File: config.mk
export PLATFORM = sky130hd
export DESIGN_NAME = cell_delin
export DESIGN_NICKNAME = d
export VERILOG_FILES = /design/src/rtl/cd_pkg.sv /design/src/rtl/cd_window.sv /design/src/rtl/cd_fsm.sv /design/src/rtl/cell_delin.sv
export SDC_FILE = /design/constraint.sdc
export NUM_CORES = 1
export LEC_CHECK = 0
export ABC_CLOCK_PERIOD_IN_PS = 5730
export BUFFER_PORTS_ARGS = -buffer_cell sky130_fd_sc_hd__buf_4
export CORE_MARGIN = 10
export CORE_UTILIZATION = 40
export DETAILED_ROUTE_END_ITERATION = 10
export PLACE_DENSITY_LB_ADDON = 0.08
export SLEW_MARGIN = 15
export SYNTH_ARGS = -nofsm -noshare
export SYNTH_HDL_FRONTEND = slang
export SYNTH_SLANG_ARGS = --single-unit
File: constraint.sdc
create_clock -name clk_i -period 5.73 [get_ports clk_i]
set_input_delay 1.146 -clock clk_i [delete_from_list [all_inputs] [get_ports clk_i]]
set_output_delay 1.146 -clock clk_i [all_outputs]
set_load 0.02 [all_outputs]
File: src/rtl/cd_pkg.sv
package cd_pkg;
  typedef enum logic [1:0] {
    ST_HUNT    = 2'd0,
    ST_PRESYNC = 2'd1,
    ST_SYNC    = 2'd2
  } cd_state_e;

  // CRC-8, poly 0x07, init 0, MSB first
  function automatic logic [7:0] hec_calc(input logic [31:0] hdr);
    logic [7:0] c;
    logic       fb;
    c = 8'h00;
    for (int i = 31; i >= 0; i--) begin
      fb = c[7] ^ hdr[i];
      c  = {c[6:0], 1'b0} ^ (fb ? 8'h07 : 8'h00);
    end
    return c;
  endfunction
endpackage

File: src/rtl/cd_window.sv
module cd_window #(
  parameter logic [7:0] COSET = 8'h55
) (
  input  logic clk_i,
  input  logic rst_ni,
  input  logic bit_i,
  input  logic bit_en_i,
  output logic match_o
);
  import cd_pkg::*;
  localparam int HDR_BITS = 32;
  localparam int HEC_BITS = 8;
  localparam int WIN      = HDR_BITS + HEC_BITS;

  logic [WIN-1:0] win_q, win_d;

  // window as it stands once the current bit is taken
  assign win_d   = {win_q[WIN-2:0], bit_i};
  assign match_o = (hec_calc(win_d[WIN-1:HEC_BITS]) ^ COSET) == win_d[HEC_BITS-1:0];

  always_ff @(posedge clk_i or negedge rst_ni) begin
    if (!rst_ni)       win_q <= '0;
    else if (bit_en_i) win_q <= win_d;
  end
endmodule

File: src/rtl/cd_fsm.sv
module cd_fsm #(
  parameter int CELL_BITS = 424,
  parameter int ENTER_CNT = 6,
  parameter int LOSS_CNT  = 7,
  localparam int PW = $clog2(CELL_BITS),
  localparam int GW = $clog2(ENTER_CNT + 1),
  localparam int MW = $clog2(LOSS_CNT + 1)
) (
  input  logic          clk_i,
  input  logic          rst_ni,
  input  logic          bit_en_i,
  input  logic          match_i,
  output cd_pkg::cd_state_e state_o,
  output logic          cell_start_o,
  output logic          hdr_ok_o,
  output logic [PW-1:0] bit_pos_o
);
  import cd_pkg::*;

  cd_state_e     state_q, state_d;
  logic [PW-1:0] pos_q, pos_d;
  logic [GW-1:0] good_q, good_d;
  logic [MW-1:0] miss_q, miss_d;
  logic          cs_q, ok_q;
  logic          chk_pt;

  assign chk_pt = bit_en_i && (state_q == ST_HUNT || pos_q == PW'(CELL_BITS - 1));

  always_comb begin
    state_d = state_q;
    good_d  = good_q;
    miss_d  = miss_q;
    pos_d   = pos_q;
    if (bit_en_i) pos_d = (state_q == ST_HUNT || chk_pt) ? '0 : pos_q + 1'b1;
    if (chk_pt) begin
      unique case (state_q)
        ST_HUNT: if (match_i) begin
          state_d = ST_PRESYNC;
          good_d  = '0;
        end
        ST_PRESYNC: begin
          if (!match_i) begin
            state_d = ST_HUNT;
            good_d  = '0;
          end else if (good_q == GW'(ENTER_CNT - 1)) begin
            state_d = ST_SYNC;
            good_d  = '0;
            miss_d  = '0;
          end else begin
            good_d = good_q + 1'b1;
          end
        end
        ST_SYNC: begin
          if (match_i) miss_d = '0;
          else if (miss_q == MW'(LOSS_CNT - 1)) begin
            state_d = ST_HUNT;
            miss_d  = '0;
          end else miss_d = miss_q + 1'b1;
        end
        default: state_d = ST_HUNT;
      endcase
    end
  end

  always_ff @(posedge clk_i or negedge rst_ni) begin
    if (!rst_ni) begin
      state_q <= ST_HUNT;
      pos_q   <= '0;
      good_q  <= '0;
      miss_q  <= '0;
      cs_q    <= 1'b0;
      ok_q    <= 1'b0;
    end else begin
      state_q <= state_d;
      pos_q   <= pos_d;
      good_q  <= good_d;
      miss_q  <= miss_d;
      cs_q    <= chk_pt && (state_d != ST_HUNT);
      ok_q    <= chk_pt && match_i;
    end
  end

  assign state_o      = state_q;
  assign cell_start_o = cs_q;
  assign hdr_ok_o     = ok_q;
  assign bit_pos_o    = pos_q;


  boundary_pos_chk: assert property (@(posedge clk_i) disable iff (!rst_ni)
    cell_start_o |-> bit_pos_o == '0);

  mid_cell_hold_chk: assert property (@(posedge clk_i) disable iff (!rst_ni)
    (bit_en_i && state_q != ST_HUNT && pos_q != PW'(CELL_BITS - 1)) |=> state_q == $past(state_q));

  presync_drop_chk: assert property (@(posedge clk_i) disable iff (!rst_ni)
    (chk_pt && state_q == ST_PRESYNC && !match_i) |=> (state_q == ST_HUNT && !cell_start_o));

  sync_loss_chk: assert property (@(posedge clk_i) disable iff (!rst_ni)
    (chk_pt && state_q == ST_SYNC && !match_i && miss_q == MW'(LOSS_CNT - 1)) |=> state_q == ST_HUNT);

  miss_clear_chk: assert property (@(posedge clk_i) disable iff (!rst_ni)
    (chk_pt && state_q == ST_SYNC && match_i) |=> (miss_q == '0 && state_q == ST_SYNC));

  idle_stable_chk: assert property (@(posedge clk_i) disable iff (!rst_ni)
    !bit_en_i |=> ($stable(state_q) && $stable(pos_q) && !cell_start_o && !hdr_ok_o));
endmodule

File: src/rtl/cell_delin.sv
module cell_delin #(
  parameter int CELL_BITS = 424,
  parameter int ENTER_CNT = 6,
  parameter int LOSS_CNT  = 7,
  localparam int PW = $clog2(CELL_BITS)
) (
  input  logic          clk_i,
  input  logic          rst_ni,
  input  logic          bit_i,
  input  logic          bit_en_i,
  output logic [1:0]    state_o,
  output logic          cell_start_o,
  output logic          hdr_ok_o,
  output logic [PW-1:0] bit_pos_o
);
  import cd_pkg::*;

  logic      match;
  cd_state_e st;

  cd_window #(.COSET(8'h55)) u_win (
    .clk_i    (clk_i),
    .rst_ni   (rst_ni),
    .bit_i    (bit_i),
    .bit_en_i (bit_en_i),
    .match_o  (match)
  );

  cd_fsm #(
    .CELL_BITS (CELL_BITS),
    .ENTER_CNT (ENTER_CNT),
    .LOSS_CNT  (LOSS_CNT)
  ) u_fsm (
    .clk_i        (clk_i),
    .rst_ni       (rst_ni),
    .bit_en_i     (bit_en_i),
    .match_i      (match),
    .state_o      (st),
    .cell_start_o (cell_start_o),
    .hdr_ok_o     (hdr_ok_o),
    .bit_pos_o    (bit_pos_o)
  );

  assign state_o = st;
endmodule

**Word level (Yosys, flattened, before mapping)**

Cells that the tools add are included.

- Add/sub/neg operators: 3
- Equal/unequal tests: 9
- Mux-type cells: 49
- Bitwise gates (word level): 63
- Reductions and logical operators: 11

Operator list:

| operator | number |
|---|---|
| bitwise XOR 8 bit | 31 |
| two-way mux 3 bit | 39 |
| bitwise XOR 1 bit | 30 |
| two-way mux 2 bit | 6 |
| one-hot mux 3 bit (2 select lines) | 2 |
| adder 9 x 1 -> 9 bit (second input constant) | 1 |
| equality test 9 bit (second input constant) | 1 |
| two-way mux 9 bit | 1 |
| equality test 8 bit | 1 |
| adder 3 x 1 -> 3 bit (second input constant) | 2 |
| equality test 3 bit (second input constant) | 2 |
| inequality test 2 x 1 -> 1 bit (second input constant) | 3 |
| one-hot mux 2 bit (3 select lines) | 1 |
| nonzero test 2 bit | 3 |
| inverter 4 bit | 1 |
| AND reduction 4 bit | 1 |
| logical AND 1 bit | 3 |
| AND reduction 3 bit | 1 |
| equality test 2 x 1 -> 1 bit (second input constant) | 1 |
| equality test 2 bit (second input constant) | 1 |
| zero test 2 bit | 1 |
| logical OR 1 bit | 2 |
| bitwise XOR 1 bit (first input constant) | 1 |

- Register bits: 58
- Input port bits: 4
- Output and inout bits: 13
- Logic and storage cells: 142

**Logic depth before layout (Yosys ltp)**

- Word-level depth: 100
- Gate-level depth with buffers: 11
- Depth with buffers taken out: 10

**By module**

Synthesis repeated with hierarchy kept, for this count alone.

- Cell total of the unflattened synthesis: 272
- Area total of the unflattened synthesis: 3,467.1 sq um

Modules (own cells, without submodules):

| module | instances | cells an instance | area an instance (sq um) |
|---|---|---|---|
| cd_window | 1 | 171 | 2,423.6 |
| cd_fsm | 1 | 101 | 1,043.5 |

**Least setup slack after synthesis**

Ideal clock, no wire load.

- Path kind: register to register
- From: register u_win.win_q[34]
- To: register u_fsm.state_q[0] (netlist: u_fsm.state_o[0])
- Arrival time: 2.982 ns
- Setup slack: 2.628 ns
- Cell stages (with the launch flop): 11
- Buffers on the path: 0
- Period minus slack after synthesis: 3.102 ns
- Path through: dfrtp_1 > xnor2_1 > xnor3_1 > xor2_1 > xnor3_1 > and4_4 > o211ai_2 > nand3_2 > and2_4 > a22o_1 > a22o_1

- Word-level cells in the longest chain between the ends: 43
- Elaborated cells on any way between the ends: 73

RTL lines:

| item | RTL line | RTL |
|---|---|---|
| from (decl) | cd_window.sv:15 | `logic [WIN-1:0] win_q, win_d;` |
| from (signal assigned) | cd_window.sv:23 | `else if (bit_en_i) win_q <= win_d;` |
| bitwise XOR 1 bit (*) | cd_pkg.sv:14 | `fb = c[7] ^ hdr[i];` |
| two-way mux 3 bit (*) | cd_pkg.sv:15 | `c = {c[6:0], 1'b0} ^ (fb ? 8'h07 : 8'h00);` |
| bitwise XOR 8 bit (*) (6 in series) | cd_pkg.sv:15 |  |
| bitwise XOR 1 bit / bitwise XOR 8 bit (equally long branches) | cd_pkg.sv:14, cd_pkg.sv:15 |  |
| two-way mux 3 bit (tied with other cells) | cd_pkg.sv:15 |  |
| bitwise XOR 8 bit (*) (6 in series) | cd_pkg.sv:15 |  |
| bitwise XOR 1 bit / bitwise XOR 8 bit (equally long branches) | cd_pkg.sv:14, cd_pkg.sv:15 |  |
| two-way mux 3 bit (tied with other cells) | cd_pkg.sv:15 |  |
| [18 not listed] | n/a |  |
| two-way mux 3 bit / bitwise XOR 8 bit (equally long branches) | cd_pkg.sv:15 |  |
| bitwise XOR 8 bit (*) | cd_pkg.sv:15 |  |
| inverter 4 bit (no line) | n/a |  |
| equality test 8 bit (*) | cd_window.sv:19 | `assign match_o = (hec_calc(win_d[WIN-1:HEC_BITS]) ^ COSET) == win_d[HEC_BITS-1:0];` |
| two-way mux 2 bit (on tied branches) | cd_fsm.sv:54, cd_fsm.sv:37, cd_fsm.sv:42 |  |
| one-hot mux 2 bit (3 select lines) (*) | cd_fsm.sv:36 | `unique case (state_q)` |
| two-way mux 2 bit (*) | cd_fsm.sv:35 | `if (chk_pt) begin` |
| via u_fsm.state_d[0] | cd_fsm.sv:20 | `cd_state_e state_q, state_d;` |
| to (signal assigned) | cd_fsm.sv:74 | `state_q <= state_d;` |
| to (decl) | cd_fsm.sv:20 |  |

The timed path passes the listed nets; every way through them passes the cells marked *.
A chain may end at the register's enable or synchronous reset.

**Worst setup path after layout**

Same ends and word-level chain as after synthesis.

==> results.txt <==
Outcome -> finished, final reports clean
Sequential fraction of the synthesis area -> 39.59%
Largest net degree at the start of global routing -> 59
Grt total ovfl -> 0
Area of the multi-input gates -> 0.002127 sq mm
Most common cell after layout, fill and taps aside -> dfrtp_1
Initial Utilization -> 41.63%
Max-slew violation total from the final report -> 0
Most frequent cells in the layout -> dfrtp_1 (58), mux2_2 (39), xnor2_1 (36)
First-pass GRT wire length -> 11900 um
Share of cells above drive strength 1 -> 25.39%
Final period util -> 61.44%
Critical Path RT -> 5.96 ns
CTS root buffer -> clkbuf_8
Fill cells -> 795
Reg2reg setup slack -> 2.21 ns
CORE AREA -> 0.008806 sq mm
Min-Delay Startpoint -> u_win.win_q[6]$_DFFE_PN0P_
Post-CTS setup buffer count -> 0
Final core utilization -> 45.94%
Die area -> 0.01339 sq mm
Vias in the first global route -> 2190
PostCTS Resize Cnt -> 0
Inserted Diodes -> 0
Synthesized Nets -> 307
Hold EP -> u_win.win_q[6]$_DFFE_PN0P_
Clk slew on worst S/H paths -> 0.06 ns
Placed instance area -> 0.003875 sq mm
Sequential cell area -> 0.001451 sq mm
DRC viols -> 0
Mapped Area -> 0.003666 sq mm
Sum Neg Setup Slack -> 0 ns
Overall routed net length -> 6993 um
Worst Clk Skew -> 0.009504 ns
IO buf count -> 16
Measured slew at the worst slew-check pin -> 0.7337 ns
RR Endpoint -> u_fsm.state_o[0]$_DFF_PN0_
DP HPWL -> 4996 um
Worst setup SP type -> flip-flop
Final Hold Slack -> 0.5453 ns
Die width -> 115.7 um
Antenna violations before repair -> 0
Hold path cells -> 1
Row count -> 34
Slew headroom -> 51.08%
Nets -> 324
Crit. End Element -> flip-flop
RSZ-0062 raised after global routing -> no
Crit path max fanout -> 6
Fin area -> 0.004045 sq mm
Number of synthesized register bits -> 58
Maxcap violations -> 0
Die H -> 115.7 um
Final Hold Fails -> 0
Yosys Warn Count -> 0
Crit path time final -> 3.521 ns
Skew-Pair Late Insertion Delay -> 0.35 ns
# IOs -> 17
TritonCTS buffer count -> 9
Via count -> 2195
Final setup fails -> 0
FF-to-FF path depth -> 10
Iter 0 DRT Violations -> 65
Hold_buf cts -> 0
Final ANT Viol Nets -> 0
Worst reg2reg startpoint -> u_win.win_q[34]$_DFFE_PN0P_
H-tree levels -> 3
CTS tree -> built
Drt wl/cell -> 16.38 um
Worst Hold Class -> reg2reg
FMAX -> 284.0 MHz
Gpl congestion -> 0.7841
CP Class -> reg2reg
Clock sinks -> 58
Synth Instances -> 298
Worst-case clock buffer depth -> 2
Vias per std cell -> 5.141
Area Growth Syn to Fin -> 10.34%
GRT Total Usage -> 11.38%
Cell variety after synth -> 51
Mean Syn Cell Area -> 12.30 sq um
Arrival @ worst endpoint -> 3.75 ns
First drt pass iteration count -> 4
## Yosys cell counts, drive strengths merged
cell type  number  area [sq um]
nor2           15         56.30
o21ai          11         55.05
nor4            2         18.77
nand3b          3         22.52
a31oi           2         12.51
a311oi          1         8.760
o211ai          4         35.03
a21oi           4         20.02
ha              5         62.56
xor3            2         47.55
xor2           18         165.2
o2111a          1         11.26
and3            3         18.77
a41oi           2         17.52
nor3b           3         22.52
a211oi          1         7.510
dfrtp          58          1451
and4b           1         10.01
a41o            1         10.01
o22ai           4         25.02
and4            2         20.02
and2            2         15.02
nor4bb          1         10.01
o21a            1         7.510
xnor3          19         429.2
o2bb2ai         1         8.760
nand3           5         30.03
mux2           39         439.2
a221oi          1         26.28
nand4           5         31.28
nand2b          1         6.260
nor3            5         25.02
a21o            2         15.01
a22o            2         17.52
clkbuf          8         30.03
nand2          11         43.80
inv            11         41.29
buf             2         16.26
xnor2          39         375.4
## cells by family (layout without fill, tap and decap cells)
kind of cell	after synthesis	count (layout)	share of synthesized area [%]
compound gates	38	38	7.577
simple gates	59	59	9.011
mux	39	39	11.98
xor+xnor	78	78	27.75
buf+inv	21	42	2.389
fa+ha+maj	5	5	1.706
flops	58	58	39.59
## layer usage
layer  vias to the layer above  part of all wire [%]  wire length [um]  track usage [%]
met5                         -                     0                 0                0
li1                       1086                     -                 -                -
met1                      1074                    51              3588            16.05
met2                        24                    44              3074            16.06
met3                        11                   3.1               220            3.359
met4                         0                   1.6               110            4.254
## per-stage QoR
| stage | std cells | setup slack, ns |
|---|---|---|
| 3_5_place_dp | 412 | 2.234 |
| 5_1_grt | 427 | 2.014 |
| 2_1_floorplan | 298 | 2.628 |
| 6_report | 427 | 2.209 |
| 4_1_cts | 427 | 2.210 |
| 3_3_place_gp | 412 | 2.254 |
## sequential cells by signal (all words and copies together) (netlist names)
| register | count |
|---|---|
| u_fsm.state_o | 2 |
| u_fsm.cell_start_o | 1 |
| u_fsm.good_q | 3 |
| u_fsm.miss_q | 3 |
| u_fsm.hdr_ok_o | 1 |
| u_fsm.bit_pos_o | 9 |
| u_win.win_q | 39 |
## layout make-up
class	instances	share of cell area [%]
inverter	11	1.021
clock buffer	12	3.835
multi-input combinational	219	52.58
tap	108	3.341
sequential	58	35.88
clock inverter	3	0.3712
timing repair buffer	16	2.969
## critical path: stages (launching register included)
cell,delay (ns)
dfrtp_1,0.44
xnor2_1,0.45
xnor3_1,0.51
xor2_1,0.34
xnor3_1,0.53
and4_4,0.22
o211ai_2,0.17
nand3_2,0.15
and2_4,0.18
a22o_1,0.21
a22o_1,0.20
## worst max path at each step
stage | from | end | cells past startpoint
2_1_floorplan | u_win.win_q[34]$_DFFE_PN0P_ | u_fsm.state_o[0]$_DFF_PN0_ | 10
3_3_place_gp | u_win.win_q[34]$_DFFE_PN0P_ | u_fsm.state_o[0]$_DFF_PN0_ | 10
3_5_place_dp | u_win.win_q[34]$_DFFE_PN0P_ | u_fsm.state_o[0]$_DFF_PN0_ | 10
4_1_cts | u_win.win_q[34]$_DFFE_PN0P_ | u_fsm.state_o[0]$_DFF_PN0_ | 10
5_1_grt | u_win.win_q[34]$_DFFE_PN0P_ | u_fsm.miss_q[0]$_DFFE_PN0P_ | 10
6_report | u_win.win_q[34]$_DFFE_PN0P_ | u_fsm.state_o[0]$_DFF_PN0_ | 10
Power is not shown: default switching activity piles up to over one toggle a cycle in this logic, so the estimate is an artifact.
